## src/rtl/wpg_pkg.sv

```systemverilog
package wpg_pkg;

   // Bit position where the logged offset starts inside the status word.
   localparam int unsigned SRC_LSB = 8;
   // Position of the enable bit in the mode word and of the flag in the status word.
   localparam int unsigned FLAG_BIT = 0;

   typedef enum logic [1:0] {
      ACC_NONE  = 2'd0,
      ACC_READ  = 2'd1,
      ACC_WRITE = 2'd2
   } wpg_acc_e;

   function automatic wpg_acc_e classify(input logic valid, input logic write);
      if (!valid)
         return ACC_NONE;
      else if (write)
         return ACC_WRITE;
      else
         return ACC_READ;
   endfunction

endpackage

```

## src/rtl/wpg_addr_match.sv

```systemverilog
module wpg_addr_match #(
   parameter int unsigned ADDR_W    = 16,
   parameter int unsigned NUM_PROT  = 14,
   parameter int unsigned BASE      = 16'h0010,
   parameter int unsigned STRIDE    = 4,
   parameter bit          USE_RANGE = 1'b1
) (
   input  logic [ADDR_W-1:0] addr,
   output logic              hit
);

   localparam int unsigned SPAN     = NUM_PROT * STRIDE;
   localparam int unsigned LAST     = BASE + SPAN - STRIDE;
   localparam int unsigned STRIDE_M = STRIDE - 1;

   generate
      if (NUM_PROT == 0) begin : g_bad_count
         $error("wpg_addr_match: NUM_PROT must be nonzero");
      end
      if ((STRIDE & STRIDE_M) != 0) begin : g_bad_stride
         $error("wpg_addr_match: STRIDE must be a power of two");
      end
      if (LAST >= (64'd1 << ADDR_W)) begin : g_bad_span
         $error("wpg_addr_match: protected window exceeds the address space");
      end

      if (USE_RANGE) begin : g_range
         // One subtractor and one comparator, whatever the count.
         logic [ADDR_W-1:0] off;
         logic              in_win;
         logic              aligned;
         always_comb begin
            off     = addr - ADDR_W'(BASE);
            in_win  = (addr >= ADDR_W'(BASE)) && (addr <= ADDR_W'(LAST));
            aligned = ((off & ADDR_W'(STRIDE_M)) == '0);
            hit     = in_win && aligned;
         end
      end else begin : g_table
         // One equality comparator per protected offset, OR-reduced.
         logic [NUM_PROT-1:0] eq;
         for (genvar i = 0; i < NUM_PROT; i++) begin : g_ent
            localparam int unsigned ENT = BASE + i * STRIDE;
            assign eq[i] = (addr == ADDR_W'(ENT));
         end
         assign hit = |eq;
      end
   endgenerate

endmodule

```

## src/rtl/wpg_mode_reg.sv

```systemverilog
module wpg_mode_reg #(
   parameter int unsigned   DATA_W = 32,
   parameter int unsigned   KEY_W  = 24,
   parameter logic [23:0]   KEY    = 24'hA5C3E1
) (
   input  logic              clk,
   input  logic              rst_n,
   input  logic              wr_en,
   input  logic [DATA_W-1:0] wdata,
   output logic              prot_en,
   output logic              key_ok
);

   import wpg_pkg::*;

   localparam int unsigned KEY_LSB = DATA_W - KEY_W;

   generate
      if (KEY_W != 24) begin : g_bad_key
         $error("wpg_mode_reg: KEY_W must be 24");
      end
      if (KEY_LSB <= FLAG_BIT) begin : g_bad_layout
         $error("wpg_mode_reg: key field overlaps the enable bit");
      end
   endgenerate

   logic [KEY_W-1:0] key_field;
   logic             unused_mid;

   assign key_field  = wdata[DATA_W-1:KEY_LSB];
   assign unused_mid = ^wdata[KEY_LSB-1:FLAG_BIT+1];
   assign key_ok     = wr_en && (key_field == KEY);

   always_ff @(posedge clk or negedge rst_n) begin
      if (!rst_n)
         prot_en <= 1'b0;
      else if (key_ok)
         prot_en <= wdata[FLAG_BIT];
   end

   AST_BAD_KEY_KEEPS_EN: assert property (@(posedge clk) disable iff (!rst_n)
      (wr_en && !key_ok) |=> (prot_en == $past(prot_en)));

   AST_KEY_LOADS_EN: assert property (@(posedge clk) disable iff (!rst_n)
      key_ok |=> (prot_en == $past(wdata[FLAG_BIT])));

endmodule

```

## src/rtl/wpg_status_reg.sv

```systemverilog
module wpg_status_reg #(
   parameter int unsigned SRC_W = 16
) (
   input  logic             clk,
   input  logic             rst_n,
   input  logic             clr,
   input  logic             viol,
   input  logic [SRC_W-1:0] viol_addr,
   output logic             flag,
   output logic [SRC_W-1:0] src
);

   always_ff @(posedge clk or negedge rst_n) begin
      if (!rst_n) begin
         flag <= 1'b0;
         src  <= '0;
      end else if (clr) begin
         flag <= 1'b0;
         src  <= '0;
      end else if (viol) begin
         flag <= 1'b1;
         src  <= viol_addr;
      end
   end

   AST_CLEAR_WIPES: assert property (@(posedge clk) disable iff (!rst_n)
      clr |=> (!flag && (src == '0)));

   AST_VIOL_LOGS: assert property (@(posedge clk) disable iff (!rst_n)
      (viol && !clr) |=> (flag && (src == $past(viol_addr))));

   AST_FLAG_STICKY: assert property (@(posedge clk) disable iff (!rst_n)
      (flag && !clr) |=> flag);

   AST_IDLE_HOLDS: assert property (@(posedge clk) disable iff (!rst_n)
      (!clr && !viol) |=> ($stable(src) && $stable(flag)));

endmodule

```

## src/rtl/wp_guard.sv

```systemverilog
module wp_guard #(
   parameter int unsigned ADDR_W    = 16,
   parameter int unsigned DATA_W    = 32,
   parameter int unsigned NUM_PROT  = 14,
   parameter int unsigned PROT_BASE = 16'h0010,
   parameter int unsigned STRIDE    = 4,
   parameter int unsigned MODE_OFF  = 16'h00F0,
   parameter int unsigned STAT_OFF  = 16'h00F4,
   parameter logic [23:0] KEY       = 24'hA5C3E1,
   parameter bit          USE_RANGE = 1'b1
) (
   input  logic              clk,
   input  logic              rst_n,
   input  logic              bus_valid,
   input  logic              bus_write,
   input  logic [ADDR_W-1:0] bus_addr,
   input  logic [DATA_W-1:0] bus_wdata,
   output logic              wr_allow,
   output logic              wr_deny,
   output logic              rd_hit,
   output logic [DATA_W-1:0] rd_data
);

   import wpg_pkg::*;

   localparam int unsigned KEY_W = 24;
   localparam int unsigned SRC_W = ADDR_W;

   generate
      if (SRC_LSB + SRC_W > DATA_W) begin : g_bad_src
         $error("wp_guard: source field does not fit the data word");
      end
      if (MODE_OFF == STAT_OFF) begin : g_bad_own
         $error("wp_guard: mode and status offsets must differ");
      end
   endgenerate

   wpg_acc_e          acc;
   logic              is_mode;
   logic              is_stat;
   logic              prot_hit;
   logic              prot_en;
   logic              key_ok;
   logic              mode_wr;
   logic              viol;
   logic              st_flag;
   logic [SRC_W-1:0]  st_src;

   assign acc     = classify(bus_valid, bus_write);
   assign is_mode = (bus_addr == ADDR_W'(MODE_OFF));
   assign is_stat = (bus_addr == ADDR_W'(STAT_OFF));
   assign mode_wr = (acc == ACC_WRITE) && is_mode;

   wpg_addr_match #(
      .ADDR_W    (ADDR_W),
      .NUM_PROT  (NUM_PROT),
      .BASE      (PROT_BASE),
      .STRIDE    (STRIDE),
      .USE_RANGE (USE_RANGE)
   ) i_match (
      .addr (bus_addr),
      .hit  (prot_hit)
   );

   wpg_mode_reg #(
      .DATA_W (DATA_W),
      .KEY_W  (KEY_W),
      .KEY    (KEY)
   ) i_mode (
      .clk     (clk),
      .rst_n   (rst_n),
      .wr_en   (mode_wr),
      .wdata   (bus_wdata),
      .prot_en (prot_en),
      .key_ok  (key_ok)
   );

   assign viol = (acc == ACC_WRITE) && prot_hit && prot_en;

   wpg_status_reg #(
      .SRC_W (SRC_W)
   ) i_stat (
      .clk       (clk),
      .rst_n     (rst_n),
      .clr       (key_ok),
      .viol      (viol),
      .viol_addr (bus_addr),
      .flag      (st_flag),
      .src       (st_src)
   );

   always_comb begin
      wr_deny  = viol;
      wr_allow = (acc == ACC_WRITE) && !is_mode && !is_stat && !viol;
   end

   always_comb begin
      rd_hit  = 1'b0;
      rd_data = '0;
      if (acc == ACC_READ) begin
         if (is_mode) begin
            rd_hit            = 1'b1;
            rd_data[FLAG_BIT] = prot_en;
         end else if (is_stat) begin
            rd_hit                      = 1'b1;
            rd_data[FLAG_BIT]           = st_flag;
            rd_data[SRC_LSB +: SRC_W]   = st_src;
         end
      end
   end

   AST_DENY_NEEDS_ON: assert property (@(posedge clk) disable iff (!rst_n)
      wr_deny |-> prot_en);

   AST_PROTECTED_BLOCKED: assert property (@(posedge clk) disable iff (!rst_n)
      (prot_en && prot_hit && bus_valid && bus_write) |-> (!wr_allow && wr_deny));

   AST_DENY_FLAGS: assert property (@(posedge clk) disable iff (!rst_n)
      wr_deny |=> st_flag);

   AST_READ_QUIET: assert property (@(posedge clk) disable iff (!rst_n)
      (bus_valid && !bus_write) |-> (!wr_allow && !wr_deny));

   AST_READ_NO_CLEAR: assert property (@(posedge clk) disable iff (!rst_n)
      (bus_valid && !bus_write && st_flag) |=> st_flag);

endmodule

```

## config.mk

```make
export PLATFORM = sky130hd
export DESIGN_NAME = wp_guard
export DESIGN_NICKNAME = d
export VERILOG_FILES = /design/src/rtl/wpg_pkg.sv /design/src/rtl/wpg_addr_match.sv /design/src/rtl/wpg_mode_reg.sv /design/src/rtl/wpg_status_reg.sv /design/src/rtl/wp_guard.sv
export SDC_FILE = /design/constraint.sdc
export NUM_CORES = 1
export LEC_CHECK = 0
export BUFFER_PORTS_ARGS = -buffer_cell sky130_fd_sc_hd__clkbuf_2
export CORE_MARGIN = 4
export CORE_UTILIZATION = 43
export CTS_CLUSTER_DIAMETER = 60
export DETAILED_ROUTE_END_ITERATION = 8
export GPL_TIMING_DRIVEN = 0
export PLACE_DENSITY = 0.83
export SYNTH_ARGS = -nofsm -noshare
export SYNTH_HDL_FRONTEND = slang
export SYNTH_SLANG_ARGS = --single-unit
```

## constraint.sdc

```tcl
create_clock -name clk -period 3.6 [get_ports clk]
set_input_delay 0.72 -clock clk [delete_from_list [all_inputs] [get_ports clk]]
set_output_delay 0.72 -clock clk [all_outputs]
set_load 0.02 [all_outputs]
```

==> results of run 1 <==
[worst reg2reg max path, cell delays in order (launching register included)]
cell and delay [ns]:
dfrtp_1 0.38, and4b_1 0.22, nand4_1 0.25, o32ai_2 0.23, buf_4 0.21, nor2_1 0.05
[cells by family (layout without fill, tap and decap cells)]
| kind of cell | after synthesis | count (layout) | share of synthesized area |
|---|---|---|---|
| AND/OR/NAND/NOR | 58 | 58 | 0.356 |
| other | 1 | 15 | 0.00319 |
| AO/OA/AOI/OAI | 14 | 14 | 0.0926 |
| buffers and inverters | 28 | 96 | 0.147 |
| flip-flops | 18 | 18 | 0.383 |
| multiplexers | 2 | 2 | 0.0181 |
[worst paths after layout]
| kind | endpoint | start | depth (start not counted) |
|---|---|---|---|
| max reg2reg | i_stat.src[13] | i_mode.prot_en | 5 |
| max | rd_data[17] | bus_addr[8] | 7 |
| min in group clk | i_stat.src[14] | i_stat.src[14] | 2 |
| min | i_stat.src[12] | rst_n | 1 |
| min reg2reg | i_stat.src[14] | i_stat.src[14] | 2 |
| max in group asynchronous | i_stat.flag | rst_n | 1 |
[final cells by class]
cell class                 count  area share
inverter                      11      0.0254
clock buffer                   4      0.0224
sequential                    18       0.278
timing repair buffer          64       0.197
multi-input combinational     89       0.373
buffer                        17      0.0810
tap                           30      0.0231
[synth_stat cells (all sizes together)]
| cell | number |
|---|---|
| and3 | 1 |
| nor4 | 2 |
| conb | 1 |
| and4b | 3 |
| mux2i | 1 |
| nand3 | 1 |
| o32ai | 1 |
| o2bb2ai | 5 |
| nor3b | 1 |
| and4bb | 1 |
| nor2 | 15 |
| nor3 | 2 |
| mux2 | 1 |
| nand3b | 1 |
| a2bb2oi | 1 |
| nor4bb | 2 |
| dfrtp | 18 |
| nor2b | 2 |
| inv | 11 |
| nand4 | 7 |
| nor4b | 4 |
| and2 | 16 |
| o21ba | 1 |
| buf | 17 |
| o21ai | 6 |
[sequential cells by signal, summed over array words and instances (netlist names)]
register        count
i_stat.src         16
i_mode.prot_en      1
i_stat.flag         1
[power by group through the flow]
| stage | clock [mW] | combinational, mW | sequential, mW |
|---|---|---|---|
| floorplan | 0 | 0.0378 | 0.206 |
| global placement | 0 | 0.0717 | 0.206 |
| detailed placement | 0 | 0.0732 | 0.206 |
| CTS | 0.122 | 0.0733 | 0.202 |
| global route | 0.131 | 0.0810 | 0.202 |
| finish | 0.119 | 0.0739 | 0.202 |
[routing by layer]
metal | part of all wire | up-vias
met5 | 0 | -
li1 | - | 555
met1 | 0.37 | 487
met2 | 0.58 | 25
met4 | 0 | 0
met3 | 0.052 | 0
[stage by stage]
stage / hold slack, ns / setup WS [ns]
final: 0.350 / 0.603
after global routing: 0.366 / 0.455
after CTS: 0.367 / 0.602
after detailed placement: 0.480 / 0.604
after global placement: 0.476 / 0.629
after floorplan: 0.424 / 0.628
==> impl_metrics.yaml, run 1 <==
outcome:
  status: "completed"
critical_path:
  critPathMaxStageDelay_ns: 0.43
  cp.required_ns: 2.88
  cpMostUsedCell: "clkbuf_2"
  start_kind: "primary input"
  slowest_stage: "and4bb_2"
  rrSetupSlack_ns: 2.16
  crit_buf_inv: 3
  critical_path_class: "primary input to primary output"
  end_kind: "primary output"
  worstPathArrival_ns: 2.28
  crit_fanout: 10
  path_cells: "clkbuf_2, nor4_4, nand4_2, and4bb_2, buf_6, and2_1, clkbuf_2"
  crit_family: "simple AND/OR/NAND/NOR gates"
power:
  swShare: 0.245
  total_leakage_power_nw: 0.927
  power_mw: 0.395
  comb_power_share: 0.187
  power.internal_mw: 0.298
  p_per_area_nw_per_um2: 244
  p_switching_mw: 0.0969
  clkPwrFrac: 0.302
  peakVddDrop_v: 0.000243
  p_seq_frac: 0.511
global_route:
  grt.busiest_layer: "met2"
  grt_use_met3: 0.0238
  grt-ovfl-total: 0
  antenna_found_initial: 0
  grt_pass1_vias: 1050
  track_usage: 0.159
  grt_max_degree: 19
  grt_pass1_wl_um: 4510
  use_met2: 0.312
  grt_util_met1: 0.181
clocking:
  htreeDepth: 1
  worstSkewPairLatency_ns: 0.28
  postCtsResizedCells: 0
  cts_root_buf: "clkbuf_4"
  cts_setup_buffers: 0
  clock_path_buffers: 2
  hold_buffers: 0
  cts_tree: "done"
  cts_sinks: 18
  path_clk_slew_ns: 0.10
  cts_buffers: 3
placed_design:
  place_congestion: 0.824
  numPortBuffers: 64
  dp_hpwl_um: 2420
  dp_cells: 229
  post_dp_cell_area_um2: 1590
drt:
  avgRoutedWirePerCell_um: 12.0
  num_vias: 1067
  first_iter_violations: 20
  firstDrtPassIters: 4
  postRouteAntennaNets: 0
  via_per_inst: 4.58
  routed_wl_um: 2800
  drt_drc_violations_left: 0
final_layout:
  layout_commonest_cell: "clkbuf_2"
  fin_util: 0.638
  fin_area_um2: 1620
  final-instance-count-excl-fill: 233
  fillerInstances: 230
  drive_above_1_share: 0.463
  seq_area_um2: 450
  fin_nets: 256
  final_cell_mix: "64 x clkbuf_2, 18 x dfrtp_1, 16 x and2_1, 16 x buf_4"
  diodes: 0
  syn_to_final_growth_pct: 38.0
  multi_input_area_um2: 606
logic_synthesis:
  syn_area_um2: 1180
  ys_warn_count: 0
  syn-mean-instance-area_um2: 9.72
  synth_area_leaders: "dfrtp_1 38%, buf_4 10%, and2_1 8.5%"
  syn_inst: 121
  synth_seq_cells: 18
  yosys.area.top_type: "dfrtp_1"
  yosysUniqueCellTypes: 29
  yosysSeqAreaShare: 0.383
  yosysTopAreaCellShare: 0.383
die:
  ioPinCount: 87
  die_w_um: 60.3
  dieArea_um2: 3640
  core_um2: 2540
  dieHeight_um: 60.3
  start_util: 0.462
  num_rows: 18
sta:
  fin_crit_sh: 0.833
  hold_viol: 0
  rsz0062_at_grt: "no"
  worst_pin_slew_ns: 0.644
  slew_headroom: 0.569
  fin_skew_ns: 0.00550
  timing.fmax_mhz: 334
  finalSetupTns_ns: 0
  min_period_ns: 3.00
  setup_violations: 0
  slew_viol_final: 0
min_path:
  hold_path_class: "primary input to asynchronous set/reset pin"
flow_run:
  cap_viol_max_count: 0
(Power assumes the default switching activity.)
==> run 2, diff against run 1 <==
--- a/config.mk
+++ b/config.mk
@@ -5,13 +5,14 @@
 export SDC_FILE = /design/constraint.sdc
 export NUM_CORES = 1
 export LEC_CHECK = 0
+export ABC_AREA = 1
 export BUFFER_PORTS_ARGS = -buffer_cell sky130_fd_sc_hd__clkbuf_2
 export CORE_MARGIN = 4
-export CORE_UTILIZATION = 43
+export CORE_UTILIZATION = 41
 export CTS_CLUSTER_DIAMETER = 60
 export DETAILED_ROUTE_END_ITERATION = 8
 export GPL_TIMING_DRIVEN = 0
-export PLACE_DENSITY = 0.83
+export PLACE_DENSITY = 0.78
 export SYNTH_ARGS = -nofsm -noshare
 export SYNTH_HDL_FRONTEND = slang
 export SYNTH_SLANG_ARGS = --single-unit
==> constraint.sdc (replaced) <==
create_clock -name clk -period 2.9 [get_ports clk]
set_input_delay 0.58 -clock clk [delete_from_list [all_inputs] [get_ports clk]]
set_output_delay 0.58 -clock clk [all_outputs]
set_load 0.02 [all_outputs]
==> run 2 against run 1 <==
Net effect:
- first-iteration DRC count grew to 3.0 times the previous value
- routed wire length shrank 7.1%
- clock skew fell by 0.0030 ns
- global-route usage fell by 1.9 points
- sequential share of layout area down 1.2 points
- synthesized cell count up 61%
- area after synthesis grew 6.3%
==> impl_metrics.yaml, run 2 <==
clocking:
  cts_tree: "done"
  path_clk_slew_ns: 0.10
  postCtsResizedCells: 0
  cts_setup_buffers: 0
  clock_path_buffers: 2
  htreeDepth: 1
  cts_sinks: 18
  worstSkewPairLatency_ns: 0.29
  cts_root_buf: "clkbuf_4"
  cts_buffers: 3
  hold_buffers: 0
logic_synthesis:
  syn_inst: 195
  ys_warn_count: 0
  yosysUniqueCellTypes: 16
  async_reset_ff_frac: 1.00
  yosys-top-cells-count: "49 x nand2_1, 43 x inv_1, 37 x nor2_1, 18 x dfrtp_1, 15 x buf_4"
  syn-mean-instance-area_um2: 6.41
  synth_seq_cells: 18
  yosysSeqAreaShare: 0.360
  yosysTopAreaCellShare: 0.360
  synth_area_leaders: "dfrtp_1 36%, nand2_1 15%, inv_1 13%"
  synth_most_common_cell: "nand2_1"
  synth_edf_count: 0
  yosys_most_used_dff: "dfrtp_1"
  syn_area_um2: 1250
  yosys.area.top_type: "dfrtp_1"
critical_path:
  cp.required_ns: 2.32
  crit_fanout: 10
  worstPathArrival_ns: 1.78
  path_cells: "clkbuf_2, inv_1, nand2_1, nor2_1, nand2_1, inv_1, nand2_1, buf_2, nor3_1, clkbuf_2"
  start_kind: "primary input"
  reg2reg_from: "i_mode.prot_en"
  crit_buf_inv: 5
  critical_path_class: "primary input to primary output"
  end_kind: "primary output"
  worstRegToRegCells: 8
  crit_family: "buffers and inverters"
  slowest_stage: "buf_2"
  cpMostUsedCell: "nand2_1"
  rrSetupSlack_ns: 1.71
  critPathMaxStageDelay_ns: 0.22
  r2r-end: "i_stat.src[2]"
final_layout:
  drive_above_1_share: 0.332
  diodes: 0
  fillerInstances: 283
  largest_reg_flops: 16
  syn_to_final_growth_pct: 35.8
  fin_nets: 330
  fin_util: 0.600
  layout_commonest_cell: "clkbuf_2"
  reg_top3: "i_stat.src (16), i_mode.prot_en (1), i_stat.flag (1)"
  fin_area_um2: 1700
  final_cell_mix: "64 x clkbuf_2, 49 x nand2_1, 43 x inv_1"
  final-instance-count-excl-fill: 308
  top_register: "i_stat.src"
sta:
  slew_viol_final: 0
  fin_skew_ns: 0.00249
  fin_crit_sh: 0.812
  rsz0062_at_grt: "no"
  min_period_ns: 2.36
  setup_violations: 0
  hold_viol: 0
  timing.fmax_mhz: 425
  finalSetupTns_ns: 0
die:
  dieArea_um2: 4000
  dieHeight_um: 63.2
  start_util: 0.442
  core_um2: 2830
  num_rows: 19
  die_w_um: 63.2
  ioPinCount: 87
global_route:
  grt-ovfl-total: 0
  grt_pass1_vias: 1209
  antenna_found_initial: 0
  track_usage: 0.140
  grt_pass1_wl_um: 4660
  grt_max_degree: 19
placed_design:
  dp_cells: 304
  numPortBuffers: 64
  place_congestion: 0.785
  dp_hpwl_um: 2300
  post_dp_cell_area_um2: 1660
drt:
  via_per_inst: 4.14
  avgRoutedWirePerCell_um: 8.43
  routed_wl_um: 2600
  postRouteAntennaNets: 0
  drt_drc_violations_left: 0
  num_vias: 1276
  firstDrtPassIters: 4
  first_iter_violations: 59
power:
  p_per_area_nw_per_um2: 292
  peakVddDrop_v: 0.000214
  total_leakage_power_nw: 1.12
flow_run:
  cap_viol_max_count: 0
outcome:
  status: "completed"
min_path:
  hold_path_class: "primary input to asynchronous set/reset pin"
==> run 2: cell types whose count changed after synthesis, moves of 3 or more <==
cell       previous run  this run
o21ai_0               6         2
and4b_1               3         0
inv_1                11        43
nor3_1                1        12
nand2_1               0        49
and2_1               16         0
o2bb2ai_1             5         0
nand4_1               5         0
nand3_1               1         9
nor4b_1               3         0
nor2_1               15        37
==> run 2: worst reg2reg max path: stages (launching register included) <==
cell and delay [ns]:
dfrtp_1 0.35, inv_1 0.05, nor2_1 0.08, nand3_1 0.07, nor2_1 0.11, nand2_2 0.13
inv_1 0.20, nand2_1 0.08, nand2_1 0.07
==> run 2: worst max-delay path by stage <==
stage,startpoint,end,slack (ns),cells after the start
global placement,bus_addr[10],rd_data[16],0.51,10
finish,bus_addr[11],rd_data[16],0.54,10
floorplan,bus_addr[10],rd_data[15],0.64,8
detailed placement,bus_addr[11],rd_data[9],0.52,10
CTS,bus_addr[11],rd_data[16],0.52,10
global route,bus_addr[9],rd_data[19],0.36,10
==> run 2: kinds of logic (layout without fill, tap and decap cells) <==
group	Yosys count	in the layout	share of synthesized area
AO/OA/AOI/OAI	2	2	0.00801
buffers and inverters	62	130	0.244
flip-flops	18	18	0.360
other	1	15	0.00300
AND/OR/NAND/NOR	112	112	0.384
==> run 2: final cells by class <==
cell class | instances | area, um^2 | share of cell area
inverters | 44 | 165 | 0.0973
flip-flops and latches | 18 | 450 | 0.265
plain buffers | 18 | 140 | 0.0825
repair buffers | 64 | 320 | 0.189
multi-input cells | 129 | 547 | 0.322
clock buffers | 4 | 36.3 | 0.0214
well taps | 31 | 38.8 | 0.0228
==> run 2: through the flow <==
stage	setup slack [ns]	total power [mW]	hold WS (ns)
2_1_floorplan	0.636	0.313	0.284
3_3_place_gp	0.506	0.351	0.469
3_5_place_dp	0.524	0.352	0.479
4_1_cts	0.518	0.501	0.209
5_1_grt	0.356	0.528	0.211
6_report	0.545	0.496	0.201
==> run 2: metal layers <==
layer | routed length, um | vias to the layer above | track usage
li1 | - | 697 | -
met1 | 1090 | 532 | 0.171
met2 | 1280 | 45 | 0.250
met3 | 206 | 2 | 0.0355
met4 | 17 | 0 | 0.0243
met5 | 0 | - | 0
==> run 2: power breakdown <==
group | switching, mW | total, mW | internal [mW] | leakage (nW)
combinational | 0.0506 | 0.0954 | 0.0448 | 0.909
clock | 0.0736 | 0.150 | 0.0765 | 0.0210
sequential | 0.00000496 | 0.251 | 0.251 | 0.189
total | 0.124 | 0.496 | 0.372 | 1.12
